File: src/rtl/adc_rd_pkg.sv
package adc_rd_pkg;

    typedef enum logic [1:0] {
        ST_POR,
        ST_CONV,
        ST_SLEEP,
        ST_OUT
    } rd_state_t;

    typedef struct packed {
        logic level;
        logic fall;
    } pin_view_t;

    function automatic int max_int(input int a, input int b);
        return (a > b) ? a : b;
    endfunction

    function automatic int cnt_width(input int n);
        return (n < 2) ? 1 : $clog2(n);
    endfunction

endpackage

File: src/rtl/adc_rd_sync.sv
module adc_rd_sync
    import adc_rd_pkg::*;
#(
    parameter bit RST_VAL = 1'b0
) (
    input  logic      clk,
    input  logic      rst,
    input  logic      pin,
    output pin_view_t view
);
    logic stage1, stage2, prev;

    always_ff @(posedge clk) begin
        if (rst) begin
            stage1 <= RST_VAL;
            stage2 <= RST_VAL;
            prev   <= RST_VAL;
        end else begin
            stage1 <= pin;
            stage2 <= stage1;
            prev   <= stage2;
        end
    end

    always_comb begin
        view.level = stage2;
        view.fall  = prev & ~stage2;
    end
endmodule

File: src/rtl/adc_rd_timer.sv
module adc_rd_timer #(
    parameter int CNT_W = 8
) (
    input  logic             clk,
    input  logic             rst,
    input  logic             run,
    input  logic [CNT_W-1:0] last,
    output logic             done
);
    logic [CNT_W-1:0] cnt;

    assign done = run && (cnt == last);

    always_ff @(posedge clk) begin
        if (rst || !run || done) cnt <= '0;
        else                     cnt <= cnt + 1'b1;
    end
endmodule

File: src/rtl/adc_rd_shifter.sv
module adc_rd_shifter #(
    parameter int W     = 32,
    parameter int BIT_W = 5
) (
    input  logic         clk,
    input  logic         rst,
    input  logic         load,
    input  logic         shift,
    input  logic [W-1:0] din,
    output logic         msb,
    output logic         last
);
    localparam logic [BIT_W-1:0] LAST_IDX = BIT_W'(W - 1);

    logic [W-1:0]     word;
    logic [BIT_W-1:0] sent;

    assign msb  = word[W-1];
    assign last = (sent == LAST_IDX);

    always_ff @(posedge clk) begin
        if (rst) begin
            word <= '0;
            sent <= '0;
        end else if (load) begin
            word <= din;
            sent <= '0;
        end else if (shift) begin
            word <= {word[W-2:0], 1'b0};
            sent <= sent + 1'b1;
        end
    end
endmodule

File: src/rtl/adc_readout_fsm.sv
module adc_readout_fsm
    import adc_rd_pkg::*;
#(
    parameter int DATA_W      = 32,
    parameter int CONV_CYCLES = 64,
    parameter int POR_CYCLES  = 100000
) (
    input  logic              clk,
    input  logic              rst,
    input  logic              cs_n,
    input  logic              sclk,
    input  logic [DATA_W-1:0] conv_data,
    output logic              sdo,
    output logic              sdo_oe,
    output logic              busy
);
    localparam int CNT_W = cnt_width(max_int(POR_CYCLES, CONV_CYCLES) + 1);
    localparam int BIT_W = cnt_width(DATA_W);
    localparam logic [CNT_W-1:0] POR_LAST  = CNT_W'(POR_CYCLES - 1);
    localparam logic [CNT_W-1:0] CONV_LAST = CNT_W'(CONV_CYCLES - 1);

    rd_state_t        state, nxt;
    pin_view_t        cs_v, sk_v;
    logic             tmr_done, sh_last, sh_msb;
    logic             load, shift;
    logic [CNT_W-1:0] limit;

    adc_rd_sync #(.RST_VAL(1'b1)) u_cs_sync (
        .clk(clk), .rst(rst), .pin(cs_n), .view(cs_v)
    );

    adc_rd_sync #(.RST_VAL(1'b0)) u_sk_sync (
        .clk(clk), .rst(rst), .pin(sclk), .view(sk_v)
    );

    assign limit = (state == ST_POR) ? POR_LAST : CONV_LAST;

    adc_rd_timer #(.CNT_W(CNT_W)) u_timer (
        .clk(clk), .rst(rst), .run(busy), .last(limit), .done(tmr_done)
    );

    assign load  = (state == ST_CONV) && tmr_done;
    assign shift = (state == ST_OUT) && !cs_v.level && sk_v.fall;

    adc_rd_shifter #(.W(DATA_W), .BIT_W(BIT_W)) u_shift (
        .clk(clk), .rst(rst), .load(load), .shift(shift),
        .din(conv_data), .msb(sh_msb), .last(sh_last)
    );

    always_comb begin
        nxt = state;
        case (state)
            ST_POR:   if (tmr_done) nxt = ST_CONV;
            ST_CONV:  if (tmr_done) nxt = ST_SLEEP;
            ST_SLEEP: if (!cs_v.level) nxt = ST_OUT;
            ST_OUT: begin
                if (cs_v.level)             nxt = ST_CONV;
                else if (shift && sh_last)  nxt = ST_CONV;
            end
            default:  nxt = ST_POR;
        endcase
    end

    always_ff @(posedge clk) begin
        if (rst) state <= ST_POR;
        else     state <= nxt;
    end

    assign busy   = (state == ST_POR) || (state == ST_CONV);
    assign sdo_oe = !cs_v.level;
    assign sdo    = busy ? 1'b1 : sh_msb;

    // the power-on interval can only lead into a conversion
    assert_por_to_conv_R1: assert property (@(posedge clk) disable iff (rst)
        (state == ST_POR) |=> (state == ST_POR || state == ST_CONV));

    // the held result does not move while asleep with chip select high
    assert_sleep_hold_R2: assert property (@(posedge clk) disable iff (rst)
        (state == ST_SLEEP && cs_v.level) |=> (state == ST_SLEEP && $stable(sdo)));

    // no serial clock fall, no change of the data bit
    assert_bit_hold_R5: assert property (@(posedge clk) disable iff (rst)
        (state == ST_OUT && !cs_v.level && !sk_v.fall) |=> (state == ST_OUT && $stable(sdo)));

    // the last falling edge of a frame starts a conversion
    assert_frame_end_R6: assert property (@(posedge clk) disable iff (rst)
        (state == ST_OUT && !cs_v.level && sk_v.fall && sh_last) |=> busy);

    // early chip select release starts a conversion
    assert_abort_R7: assert property (@(posedge clk) disable iff (rst)
        (state == ST_OUT && cs_v.level) |=> busy);

    // busy level on the data line while selected
    assert_busy_level_R8: assert property (@(posedge clk) disable iff (rst)
        (busy && sdo_oe) |-> sdo);
endmodule

File: config.mk
export PLATFORM = sky130hd
export DESIGN_NAME = adc_readout_fsm
export DESIGN_NICKNAME = d
export VERILOG_FILES = /design/src/rtl/adc_rd_pkg.sv /design/src/rtl/adc_rd_sync.sv /design/src/rtl/adc_rd_timer.sv /design/src/rtl/adc_rd_shifter.sv /design/src/rtl/adc_readout_fsm.sv
export SDC_FILE = /design/constraint.sdc
export NUM_CORES = 1
export LEC_CHECK = 0
export ABC_AREA = 0
export BUFFER_PORTS_ARGS = -buffer_cell sky130_fd_sc_hd__buf_2
export CAP_MARGIN = 20
export CELL_PAD_IN_SITES_DETAIL_PLACEMENT = 0
export CELL_PAD_IN_SITES_GLOBAL_PLACEMENT = 1
export CORE_MARGIN = 4
export CORE_UTILIZATION = 40
export DETAILED_ROUTE_END_ITERATION = 10
export PLACE_DENSITY_LB_ADDON = 0.1
export SLEW_MARGIN = 20
export SYNTH_ARGS = -nofsm -noshare
export SYNTH_HDL_FRONTEND = slang
export SYNTH_SLANG_ARGS = --single-unit
File: constraint.sdc
create_clock -name clk -period 3.2 [get_ports clk]
set_input_delay 0 -clock clk [delete_from_list [all_inputs] [get_ports clk]]
set_output_delay 0 -clock clk [all_outputs]
set_load 0.03 [all_outputs]
Word-level counts from Yosys, hierarchy flattened
Cells that the tools add are included.
Word-level totals
  flip-flop bits (word level): 61
  bits of input ports: 36
  output and inout bits: 3
  logic and storage cells: 46
Operators by class
  add/sub/neg operators: 2
  equality and inequality tests: 9
  mux-type cells: 10
  bitwise logic cells: 2
  reductions and logical operators: 14
Operator list (number)
  two-way mux 32 bit: 2
  adder 17 x 1 -> 17 bit, second input constant: 1
  equality test 17 bit: 1
  two-way mux 17 bit: 1
  two-way mux 2 bit: 5
  one-hot mux 2 bit (4 select lines): 1
  inequality test 2 bit, second input constant: 3
  adder 5 x 1 -> 5 bit, second input constant: 1
  equality test 5 bit, second input constant: 1
  logical AND 1 bit: 5
  equality test 2 bit, second input constant: 2
  AND reduction 4 bit: 1
  logical OR 1 bit: 3
  inequality test 3 x 1 -> 1 bit, second input constant: 1
  equality test 2 x 1 -> 1 bit, second input constant: 1
  logical NOT 1 bit: 2
  logical NOT 2 bit: 1
  nonzero test 2 bit: 1
  OR reduction 2 bit: 1
  bitwise AND 1 bit: 1
  two-way mux 1 bit: 1
  NOT 1 bit: 1

Logic depth before layout (Yosys ltp)
Gate-level depths: netlist of run 1.
  word-level depth: 7
  depth in mapped cells: 9
  depth with buffers taken out: 7

Modules after synthesis
From an unflattened synthesis of run 1, not the netlist that was laid out.
Second synthesis, totals
  cells, all modules: 311
  area total of the unflattened synthesis: 3012.9 µm²
By module, submodules not included
  adc_rd_shifter: times used 1, cells each 166, area an instance 1722.9 µm², seq. area each 740.7 µm²
  adc_rd_timer: times used 1, cells each 103, area an instance 895.9 µm², seq. area each 340.3 µm²
  adc_readout_fsm: times used 1, cells each 26, area an instance 206.4 µm², seq. area each 40.0 µm²
  adc_rd_sync (u_sk_sync): times used 1, cells each 8, area an instance 95.1 µm², seq. area each 60.1 µm²
  adc_rd_sync (u_cs_sync): times used 1, cells each 8, area an instance 92.6 µm², seq. area each 60.1 µm²

Least setup slack after synthesis of run 1
OpenSTA, ideal clock, no wires.
  kind: register to register
  start: register state[0]
  end: register state[0]
  library setup time: 123 ps
  arrival: 2288 ps
  required time: 3077 ps
  setup slack: 789 ps
  cell stages (with the launch flop): 8
  buffers on the path: 0
  clock period less this slack: 2411 ps
  cells stage by stage: dfxtp_1 -> inv_1 -> ha_1 -> or3b_1 -> a2111o_1 -> o31a_1 -> a211oi_2 -> mux2_1
On the way
  longest elaborated chain between the ends: 6
  elaborated cells between the ends (all ways): 17
  classes of those cells: eq/ne: 8; mux: 2; reduce/logical: 7
RTL lines
  start: declaration: line adc_readout_fsm.sv:22  | rd_state_t state, nxt;
  start signal: assignment: line adc_readout_fsm.sv:66  | else state <= nxt;
  logical NOT 2 bit or equality test 2 bit (tied branches)
  two-way mux 17 bit or logical AND 1 bit (tied branches): line adc_readout_fsm.sv:36, adc_readout_fsm.sv:43
  equality test 17 bit or logical AND 1 bit (tied branches): line adc_rd_timer.sv:12, adc_readout_fsm.sv:43
  logical AND 1 bit, on equally long branches: line adc_rd_timer.sv:12, adc_readout_fsm.sv:58
  inequality test 2 bit (no line) or inequality test 3 x 1 -> 1 bit (tied branches)
  AND reduction 4 bit (no line)
Parallel ways exist; a longest one is shown, timed or not.
A chain may end at the register's enable or synchronous reset.

Worst setup path in the final report of run 1
  start: register state[0]
  end: register u_timer.cnt[13]
On the way
  longest elaborated chain between the ends: 5
  elaborated cells between the ends (all ways): 9
  classes of those cells: eq/ne: 2; mux: 1; reduce/logical: 6
RTL lines
  logical NOT 2 bit or equality test 2 x 1 -> 1 bit (tied branches): line adc_readout_fsm.sv:36, adc_readout_fsm.sv:69
  two-way mux 17 bit or logical OR 1 bit (tied branches): line adc_readout_fsm.sv:36, adc_readout_fsm.sv:69
  equality test 17 bit or logical NOT 1 bit (tied branches): line adc_rd_timer.sv:12, adc_rd_timer.sv:15
  logical AND 1 bit or logical OR 1 bit (tied branches): line adc_rd_timer.sv:12, adc_rd_timer.sv:15
  logical OR 1 bit *: line adc_rd_timer.sv:15  | if (rst || !run || done) cnt <= '0;
  end signal: assignment: line adc_rd_timer.sv:16  | else cnt <= cnt + 1'b1;
  end: declaration: line adc_rd_timer.sv:10  | logic [CNT_W-1:0] cnt;
Mark *: on every way between the ends. The rest lies on a longest branch, timed or not.

==> results of run 1 <==
[sequential cells by signal, summed over array words and instances, names as in the netlist]
name,flops
u_sk_sync.stage1,1
u_sk_sync.prev,1
u_timer.cnt,17
u_cs_sync.stage1,1
u_sk_sync.stage2,1
u_shift.sent,5
u_shift.word,32
u_cs_sync.stage2,1
state,2
[per-layer routing]
layer / GRT usage, % / up-vias
li1: - / 1152
met1: 18.1 / 1002
met2: 23.4 / 41
met3: 5.17 / 4
met4: 3.44 / 0
met5: 0 / -
[power groups by stage]
stage | Combinational, W | Sequential, W | Clock, W
after floorplan | 0.0000824 | 0.000799 | 0
after global placement | 0.000119 | 0.000802 | 0
after detailed placement | 0.000120 | 0.000802 | 0
after CTS | 0.000152 | 0.000785 | 0.000766
after global routing | 0.000171 | 0.000787 | 0.000794
final | 0.000150 | 0.000785 | 0.000746
[layout by cell type (no fill, tap or decap), types with 6 or more instances in the layout]
cell type	instances
nor3_1	9
buf_2	38
nand2_1	6
a211oi_1	31
clkbuf_8	10
xor2_1	10
xnor2_1	8
dfxtp_1	61
mux2i_1	35
nor2_1	52
ha_1	8
nand3_1	9
dlygate4sd3_1	34
[cells in the mapped netlist, drive strengths merged]
cell	count
dfxtp	61
nor2	52
mux2i	35
a211oi	32
clkbuf	13
xor2	10
nand3	9
nor3	9
ha	8
xnor2	8
buf	6
nand2	6
and3	4
inv	4
nand4	4
nor2b	4
nand2b	3
or2	3
nand3b	2
nor4	2
or4	2
a2111o	1
a21oi	1
and2	1
mux2	1
nand4b	1
nor4b	1
nor4bb	1
o22a	1
o31a	1
or3	1
or3b	1
[worst max-delay path by stage]
stage / startpoint / endpoint / slack (ns) / depth (start not counted)
3_3_place_gp: state[0] / u_timer.cnt[10] / 0.66 / 7
6_report: state[0] / u_timer.cnt[13] / 0.61 / 7
4_1_cts: state[0] / u_timer.cnt[7] / 0.58 / 7
3_5_place_dp: state[0] / u_timer.cnt[13] / 0.58 / 7
5_1_grt: state[0] / u_timer.cnt[11] / 0.40 / 7
2_1_floorplan: state[0] / state[0] / 0.79 / 7
[metrics by stage]
step / cell area, um^2 / std cells / utilization [%] / hold slack (ns) / worst slack (ns)
after CTS: 3530 / 437 / 54.4 / 0.213 / 0.576
final: 3530 / 437 / 54.4 / 0.216 / 0.609
after detailed placement: 2980 / 388 / 45.8 / 0.190 / 0.585
after global routing: 3530 / 437 / 54.4 / 0.247 / 0.395
after global placement: 2980 / 388 / 45.8 / 0.191 / 0.663
after floorplan: 2730 / 288 / - / 0.104 / 0.789
[layout make-up]
| type | count | share of cell area, % |
|---|---|---|
| Tap cell | 77 | 2.73 |
| Clock buffer | 11 | 4.00 |
| Multi-Input combinational cell | 204 | 40.3 |
| Sequential cell | 61 | 34.6 |
| Inverter | 4 | 0.425 |
| Timing Repair Buffer | 76 | 15.9 |
| Clock inverter | 4 | 2.05 |
[worst max-delay path, cell delays in order (launching register included)]
cell and delay (ns):
dfxtp_1 0.39, inv_1 0.10, ha_1 0.26, or3b_1 0.38, a2111o_1 0.44, o31a_1 0.31
nand2b_1 0.46, nor2_1 0.11
[cell families after synthesis]
group	synth area share, %
compound gates	10.2
xor+xnor	5.79
fa+ha+maj	3.67
buf+inv	3.44
flops	44.8
mux	13.3
simple gates	18.8
==> impl_results.md, run 1 <==
- Vias post-DR: 2199
- Clock root buffer: clkbuf_8
- Final setup fails: 0
- Achievable Freq: 0.386 GHz
- Core box area: 6490 um^2
- Worst reg2reg setup slack: 0.61 ns
- Clock sinks: 61
- Cell Rows: 29
- Biggest area consumer among synthesized cells: dfxtp_1
- DRC violations left: 0
- Total global routing overflow: 0
- TritonCTS clock tree: done
- Largest net degree at the start of global routing: 64
- Setup Crit Path Kind: reg2reg
- Cell Area, Synth: 2730 um^2
- Vias in the first global route: 2185
- Routed length per instance: 12.7 um
- Register area: 1220 um^2
- Share of cells above drive strength 1: 16.9%
- GPL Wtd Cong: 0.785
- M1 wire length: 2.75 mm
- Layout area overhead: 29.6%
- Dpl hpwl: 3.39 mm
- CP required: 3.39 ns
- Syn nets: 332
- Clk_skew: 0.0110 ns
- Switching part of the total: 22.4%
- Rel. slew slack: 58.1%
- First-pass GRT wire length: 9.76 mm
- Top Layer Used: met4
- Die width: 90.5 um
- CP Max Fanout: 17
- Actual slew at the worst max-slew pin: 0.629 ns
- Sequential power share: 46.7%
- CP Capture Type: register
- DRT antenna net count: 0
- 1st-pass router iterations: 4
- YS warnings: 0
- Critical R2R Launch: state[0]
- Post-CTS Repair Setup Buffers: 0
- Worst vdd ir: 0.000222 V
- Hold Crit Class: in2reg
- Final Hold Viols: 0
- Pwr per Cell Area: 476 nW/um^2
- Yosys top cell area share: 44.8%
- Setup Total Neg Slack: 0 ns
- Pleak: 1.31 nW
- Die H: 90.5 um
- Hold Path End: u_shift.word[0]
- CTS Buffer Depth: 2
- Post-synthesis sequential area ratio: 44.8%
- Crit share post-route: 81.0%
- Slew Limit Fails: 0
- Diode count: 0
- RSZ-0062 raised after global routing: false
- Largest cells by area after synthesis: dfxtp_1 (45%), mux2i_1 (13%), a211oi_1 (8.5%), nor2_1 (7.2%), ha_1 (3.7%)
- H-tree levels: 3
- Design Power: 0.00168 W
- Vias/cell: 5.03
- Final Critical Period: 2.59 ns
- Count of unique library cells instantiated by Yosys: 35
- Tot GR Track Use: 14.4%
- Hold depth: 3
- Combinational fraction of design power: 8.9%
- I/O pins: 39
- I/O Buffers: 38
- RR Endpoint: u_timer.cnt[13]
- # nets final: 400
- Status: finished, final reports clean
- Synth Instances: 288
- Syn avg cell area: 9.46 um^2
- Synthesized flop and latch total: 61
- Clock power frac: 44.4%
- HP Start: rst
- Routed WL: 5.54 mm
- Die ar.: 8200 um^2
- Drt initial violations: 79
- Pint: 0.00130 W
- Worst-path clk slew: 0.07 ns
- Met3 routed WL: 251 um
- R2R depth: 7
- Num CTS Buffers: 9
- Initial antenna violation count: 0
- Fill cell count: 609
- Initial core utilization: 42.0%
- Switch Pwr: 0.000377 W
- Worst EP arrival: 2.78 ns
- Hold buffers post-CTS: 34
- CP startpoint kind: register
- Max Cap Violations: 0
- Metal2 WL: 2.50 mm
- Clock Latency Late Sink: 0.33 ns
- Area of the multi-input gates: 1430 um^2
- Number of gates resized after cts: 0
No activity file was read; power rests on OpenSTA's default activity.
==> run 2, diff against run 1 <==
Clock period 3.2 ns to 2.7 ns, I/O delays scaled along.
==> impl_results.md, run 2 (synthesis results as in run 1) <==
- Status: finished, final reports clean
- Met3 routed WL: 209 um (-17%)
- Fin util: 54.8% (+0.42 points)
- CTS Buffer Depth: 2 (unchanged)
- GPL Wtd Cong: 0.774 (-1.4%)
- H-tree levels: 3 (unchanged)
- Slew Limit Fails: 0 (unchanged)
- Setup Crit Path Kind: reg2reg
- RR Endpoint: state[0]
- Die H: 90.5 um (unchanged)
- Worst path cell trace: inv_1, ha_1, or3b_1, a2111o_1, o31a_1, a211oi_2, mux2_1
- Critical R2R Launch: state[1]
- Placed cells: 389 (+0.26%)
- Routed length per instance: 12.8 um (+0.84%)
- Core box area: 6490 um^2 (unchanged)
- Actual slew at the worst max-slew pin: 0.603 ns (-0.0256 ns)
- Top Layer Used: met4
- 1st-pass router iterations: 4 (unchanged)
- Hold depth: 2 (-1)
- Vias in the first global route: 2162 (-1.1%)
- Total global routing overflow: 0 (unchanged)
- Clock root buffer: clkbuf_8
- Crit share post-route: 94.4% (+13 points)
- DRC violations left: 0 (unchanged)
- Rel. slew slack: 59.8% (+1.7 points)
- Cell Rows: 29 (unchanged)
- Worst vdd ir: 0.000249 V (+12%)
- Worst EP arrival: 2.76 ns (-0.02 ns)
- Dpl hpwl: 3.56 mm (+4.9%)
- Vias/cell: 4.98 (-1.0%)
- DRT antenna net count: 0 (unchanged)
- Vias post-DR: 2191 (-0.36%)
- Drt initial violations: 68 (-14%)
- Initial antenna violation count: 0 (unchanged)
- CP startpoint kind: register
- Routed WL: 5.63 mm (+1.5%)
- Num CTS Buffers: 9 (unchanged)
- Hold Crit Class: in2reg
- First-pass GRT wire length: 9.74 mm (-0.29%)
- I/O Buffers: 38 (unchanged)
- CP Capture Type: register
- Biggest register: u_shift.word
- M1 wire length: 2.82 mm (+2.5%)
- Final Hold Viols: 0 (unchanged)
- TritonCTS clock tree: done
- Diode count: 0 (unchanged)
- Tot GR Track Use: 14.5% (+0.11 points)
- Final Critical Period: 2.55 ns (-0.0426 ns)
- Initial core utilization: 42.0% (unchanged)
- Pwr per Cell Area: 570 nW/um^2 (+20%)
- Final setup fails: 0 (unchanged)
- Clk_skew: 0.00743 ns (-0.00352 ns)
- Biggest regs: u_shift.word x32, u_timer.cnt x17, u_shift.sent x5
- I/O pins: 39 (unchanged)
- CP max-delay cell: a2111o_1
- Pleak: 1.33 nW (+1.6%)
- R2R depth: 7 (unchanged)
- Achievable Freq: 0.392 GHz (+1.7%)
- Layout area overhead: 30.6%
- Most frequent cells in the layout: dfxtp_1 (60), nor2_1 (52), buf_2 (38), mux2i_1 (35), dlygate4sd3_1 (34)
- Worst-path clk slew: 0.07 ns (about the same)
- HP Start: rst
- Die ar.: 8200 um^2 (unchanged)
- Largest net degree at the start of global routing: 64 (unchanged)
- CP Max Fanout: 6 (-11)
- # nets final: 402 (+0.50%)
- Metal2 WL: 2.50 mm (about the same)
- CP required: 2.91 ns (-0.48 ns)
- Max incr delay on CP: 0.43 ns (-0.03 ns)
- Max reg flops: 32 (unchanged)
- Most common cell after layout, fill and taps aside: dfxtp_1
- Fill cell count: 631 (+3.6%)
- Worst reg2reg setup slack: 0.15 ns (-0.46 ns)
- Clock sinks: 61 (unchanged)
- Max Cap Violations: 0 (unchanged)
- Share of cells above drive strength 1: 17.9% (+0.96 points)
- Clock Latency Late Sink: 0.33 ns (about the same)
- Fin cells: 440 (+0.69%)
- Die width: 90.5 um (unchanged)
- Hold Path End: u_shift.word[0]
==> run 2: cell types whose count changed in the layout (fill, tap and decap cells not counted) <==
cell        delta
buf_4          +2
clkbuf_8       +1
clkinv_2       +1
clkinvlp_4     -1
dfxtp_1        -1
dfxtp_2        +1
==> run 2: metrics by stage <==
step / setup WS [ns] / hold slack (ns) / area (um^2) / power, W / TNS, ns
3_5_place_dp: 0.143 / 0.191 / 2990 / 0.00110 / 0
5_1_grt: -0.00111 / 0.110 / 3560 / 0.00212 / -0.00111
3_3_place_gp: 0.215 / 0.191 / 2990 / 0.00110 / 0
4_1_cts: 0.125 / 0.0625 / 3550 / 0.00205 / 0
6_report: 0.152 / 0.0683 / 3560 / 0.00203 / 0
2_1_floorplan: 0.289 / 0.104 / 2730 / 0.00104 / 0
==> run 2: area by class of cell <==
| cell class | count | area [um^2] | area share (%) |
|---|---|---|---|
| flip-flops and latches | 61 | 1220 | 34.3 |
| well taps | 77 | 96.3 | 2.71 |
| clock buffers | 12 | 155 | 4.36 |
| inverters | 4 | 15.0 | 0.422 |
| clock inverters | 4 | 70.1 | 1.97 |
| repair buffers | 78 | 576 | 16.2 |
| multi-input cells | 204 | 1430 | 40.0 |
==> run 2: how the worst max path moves through the flow <==
stage	cells after the start	start	endpoint	slack, ns
2_1_floorplan	7	state[0]	state[0]	0.29
3_3_place_gp	7	state[0]	state[0]	0.22
3_5_place_dp	7	state[0]	state[0]	0.14
4_1_cts	7	state[0]	state[0]	0.12
5_1_grt	7	state[1]	state[0]	-0.001
6_report	7	state[1]	state[0]	0.15
==> run 2: critical path, delay by kind of cell (launching register included) <==
family / cells / cell delay [ns]
compound gates: 3 / 0.99
fa+ha+maj: 1 / 0.24
buf+inv: 1 / 0.10
flops: 1 / 0.38
mux: 1 / 0.34
simple gates: 1 / 0.38
==> run 2: repair_timing <==
action                     4_1_cts  5_1_grt
hold endpoints to repair        34        0
setup endpoints to repair        0        1
gates resized for setup          0        1
hold buffers                    34        0
setup buffers                    0        1
==> run 2: where the power goes <==
group	leakage, nW	switching [W]	total (W)	internal, W
registers	0.493	0.0000144	0.000931	0.000917
logic	0.717	0.0000890	0.000188	0.0000991
clock network	0.116	0.000342	0.000910	0.000568
total	1.33	0.000446	0.00203	0.00158
==> run 2: routing by layer <==
layer / up-vias / global-route usage [%]
li1: 1156 / -
met4: 0 / 8.04
met1: 993 / 18.6
met3: 8 / 3.08
met5: - / 0
met2: 34 / 22.5
==> run 3, diff against run 2 <==
Settings changed: ABC_AREA 0 to 1, CORE_MARGIN 4 to unset.
==> impl_results.md, run 3 <==
- Status: finished, final reports clean
- YS warnings: 0 (unchanged)
- Vias in the first global route: 2695 (+25%)
- Switching part of the total: 27.9% (+6.0 points)
- Number of gates resized after cts: 0 (unchanged)
- Final setup fails: 0 (unchanged)
- Register area: 1220 um^2 (-0.10%)
- Initial antenna violation count: 0 (unchanged)
- Top Layer Used: met4
- Combinational fraction of design power: 15.4% (+6.1 points)
- Clock Latency Late Sink: 0.33 ns (about the same)
- Worst path most repeated cell: nor2_1
- Worst-path clk slew: 0.07 ns (about the same)
- Slew Limit Fails: 0 (unchanged)
- Most common cell in the netlist: nor2_1
- Dpl hpwl: 4.86 mm (+37%)
- HP Start: conv_data[10]
- Setup Total Neg Slack: 0 ns (unchanged)
- Achievable Freq: 0.463 GHz (+18%)
- M1 wire length: 3.60 mm (+28%)
- 1st-pass router iterations: 4 (unchanged)
- Yosys top cell area share: 35.8% (-9.0 points)
- Clock sinks: 61 (unchanged)
- Max incr delay on CP: 0.41 ns (-0.02 ns)
- CP Max Fanout: 30 (+24)
- Most common cell after layout, fill and taps aside: nor2_1
- Pleak: 1.67 nW (+26%)
- Setup Crit Path Kind: reg2reg
- Final Hold Viols: 0 (unchanged)
- Max reg flops: 32 (unchanged)
- Worst vdd ir: 0.000322 V (+29%)
- Syn nets: 568 (+71%)
- Cell Rows: 33 (+14%)
- Switch Pwr: 0.000592 W (+33%)
- Biggest regs: u_shift.word x32, u_timer.cnt x17, u_shift.sent x5
- Ys async rst share: 0% (unchanged)
- Crit share post-route: 80.0% (-14 points)
- Biggest register: u_shift.word
- CTS Buffer Depth: 2 (unchanged)
- Initial core utilization: 41.5% (-0.48 points)
- Routed length per instance: 10.9 um (-15%)
- CP Capture Type: register
- Synth Instances: 524 (+82%)
- I/O pins: 39 (unchanged)
- Number of flops mapped to enable cells by yosys: 0 (unchanged)
- Largest net degree at the start of global routing: 39 (-39%)
- CP delay by family, top: simple AND/OR/NAND/NOR gates
- Layout area overhead: 12.2%
- Hold depth: 5 (+3)
- CP startpoint kind: register
- Drt initial violations: 93 (+37%)
- Num CTS Buffers: 9 (unchanged)
- Worst EP arrival: 2.36 ns (-0.40 ns)
- Most used DFF post-synth: dfxtp_1
- Worst path cell trace: inv_1, ha_1, nand2_1, nand2_1, nor2_2, nand4_4, nand2_4, nor2_1, nor2_1, nor2_1
- Count of unique library cells instantiated by Yosys: 28 (-20%)
- Die H: 94.3 um (+4.2%)
- RSZ-0062 raised after global routing: false
- Hold Crit Class: in2reg
- H-tree levels: 3 (unchanged)
- Pwr per Cell Area: 554 nW/um^2 (-2.8%)
- DRT antenna net count: 0 (unchanged)
- Area of the multi-input gates: 1720 um^2 (+21%)
- Actual slew at the worst max-slew pin: 0.441 ns (-0.162 ns)
- Total global routing overflow: 0 (unchanged)
- Die ar.: 8890 um^2 (+8.5%)
- Vias/cell: 4.50 (-9.7%)
- GPL Wtd Cong: 0.819 (+5.9%)
- Rel. slew slack: 70.6% (+11 points)
- Vias post-DR: 3027 (+38%)
- Biggest area consumer among synthesized cells: dfxtp_1
- Most frequent cells in the layout: nor2_1 (165), nand2_1 (104), dfxtp_1 (61), inv_1 (58), nand3_1 (46)
- Tot GR Track Use: 17.7% (+3.3 points)
- Syn avg cell area: 6.50 um^2 (-31%)
- Synthesized flop and latch total: 61 (unchanged)
- # nets final: 607 (+51%)
- Diode count: 0 (unchanged)
- Hold Path End: u_shift.word[10]
- DRC violations left: 0 (unchanged)
- Worst reg2reg setup slack: 0.54 ns (+0.39 ns)
- R2R depth: 10 (+3)
- I/O Buffers: 38 (unchanged)
- CP required: 2.90 ns (about the same)
- Die width: 94.3 um (+4.2%)
- Worst Path Buf+Inv: 1 (unchanged)
- Clock root buffer: clkbuf_8
- Met3 routed WL: 232 um (+11%)
- Pint: 0.00153 W (-3.6%)
- Post-synthesis sequential area ratio: 35.8% (-9.0 points)
- Routed WL: 7.35 mm (+31%)
- Cell Area, Synth: 3410 um^2 (+25%)
- Critical R2R Launch: state[0]
- RR Endpoint: u_shift.word[6]
- Share of cells above drive strength 1: 12.9% (-5.1 points)
- Core box area: 8220 um^2 (+27%)
- CP max-delay cell: dfxtp_1
- Synth cell count leaders: nor2_1 (165), nand2_1 (104), dfxtp_1 (61)
- Final Critical Period: 2.16 ns (-0.389 ns)
- Largest cells by area after synthesis: dfxtp_1 (36%), nor2_1 (18%), nand2_1 (11%), nand3_1 (6.8%), inv_1 (6.4%)
- Post-CTS Repair Setup Buffers: 0 (unchanged)
- Design Power: 0.00212 W (+4.4%)
- Max Cap Violations: 0 (unchanged)
- Fill cell count: 876 (+39%)
- Clk_skew: 0.00678 ns (-0.000649 ns)
- Metal2 WL: 3.45 mm (+38%)
- Sequential power share: 44.6% (-1.3 points)
- First-pass GRT wire length: 12.2 mm (+26%)
- TritonCTS clock tree: done
- Clock power frac: 40.0% (-4.8 points)
[run 3: cell types whose count changed in the layout (fill, tap and decap cells not counted), sizes merged, moves of 32 or more]
cell	previous run	this run
nor2	52	168
nand2	6	107
inv	4	61
nand3	9	46
mux2i	35	0
a211oi	32	0
[run 3: final cells by class]
type	count	area share [%]
tap	105	3.43
sequential	61	31.9
multi-input combinational	379	45.1
inverter	61	5.99
clock buffer	13	4.42
timing repair buffer	51	8.05
clock inverter	3	1.11
[run 3: repair_timing]
| item | CTS | global route |
|---|---|---|
| hold buffers | 8 | 0 |
| endpoints found under the setup margin | 0 | 0 |
| endpoints found under the hold margin | 8 | 0 |
[run 3: per-stage QoR]
step	utilization (%)	std cells	instance area [um^2]	hold WS (ns)	setup slack, ns
after detailed placement	43.0	649	3530	0.189	0.526
after global placement	43.0	649	3530	0.185	0.564
after floorplan	-	524	3410	0.104	0.899
after CTS	46.6	673	3820	0.000762	0.505
after global routing	46.6	673	3820	0.0197	0.229
final	46.6	673	3820	0.0139	0.541
[run 3: tightest hold or removal path: cells and delay by family]
kind | cells | cell delay (ns)
and+or+nand+nor | 4 | 0.23
buffers and inverters | 1 | 0.08
[run 3: worst max path at each step]
stage,to,startpoint,cells past startpoint
6_report,u_shift.word[6],state[0],10
5_1_grt,u_shift.word[16],state[1],11
4_1_cts,u_shift.word[3],state[1],11
3_5_place_dp,u_shift.word[28],state[1],11
3_3_place_gp,u_shift.word[3],state[0],10
2_1_floorplan,u_timer.cnt[16],state[0],12
[run 3: routing by layer]
metal,track usage (%),up-vias
li1,-,1667
met1,22.1,1322
met2,30.0,32
met3,5.18,6
met4,4.23,0
met5,0,-
[run 3: cell families after synthesis]
| group | Yosys count | share of synthesized area, % |
|---|---|---|
| and+or+nand+nor | 343 | 42.1 |
| buffers and inverters | 84 | 13.6 |
| DFF | 61 | 35.8 |
| AOI/OAI and AO/OA | 16 | 2.42 |
| xor gates and xnor gates | 12 | 3.08 |
| adders and majority gates | 8 | 2.94 |
[run 3: power by group through the flow]
stage | logic [W] | clock network, W | registers (W)
6_report | 0.000327 | 0.000847 | 0.000945
5_1_grt | 0.000371 | 0.000916 | 0.000948
4_1_cts | 0.000332 | 0.000882 | 0.000945
3_5_place_dp | 0.000322 | 0 | 0.000966
3_3_place_gp | 0.000319 | 0 | 0.000965
2_1_floorplan | 0.000276 | 0 | 0.000962
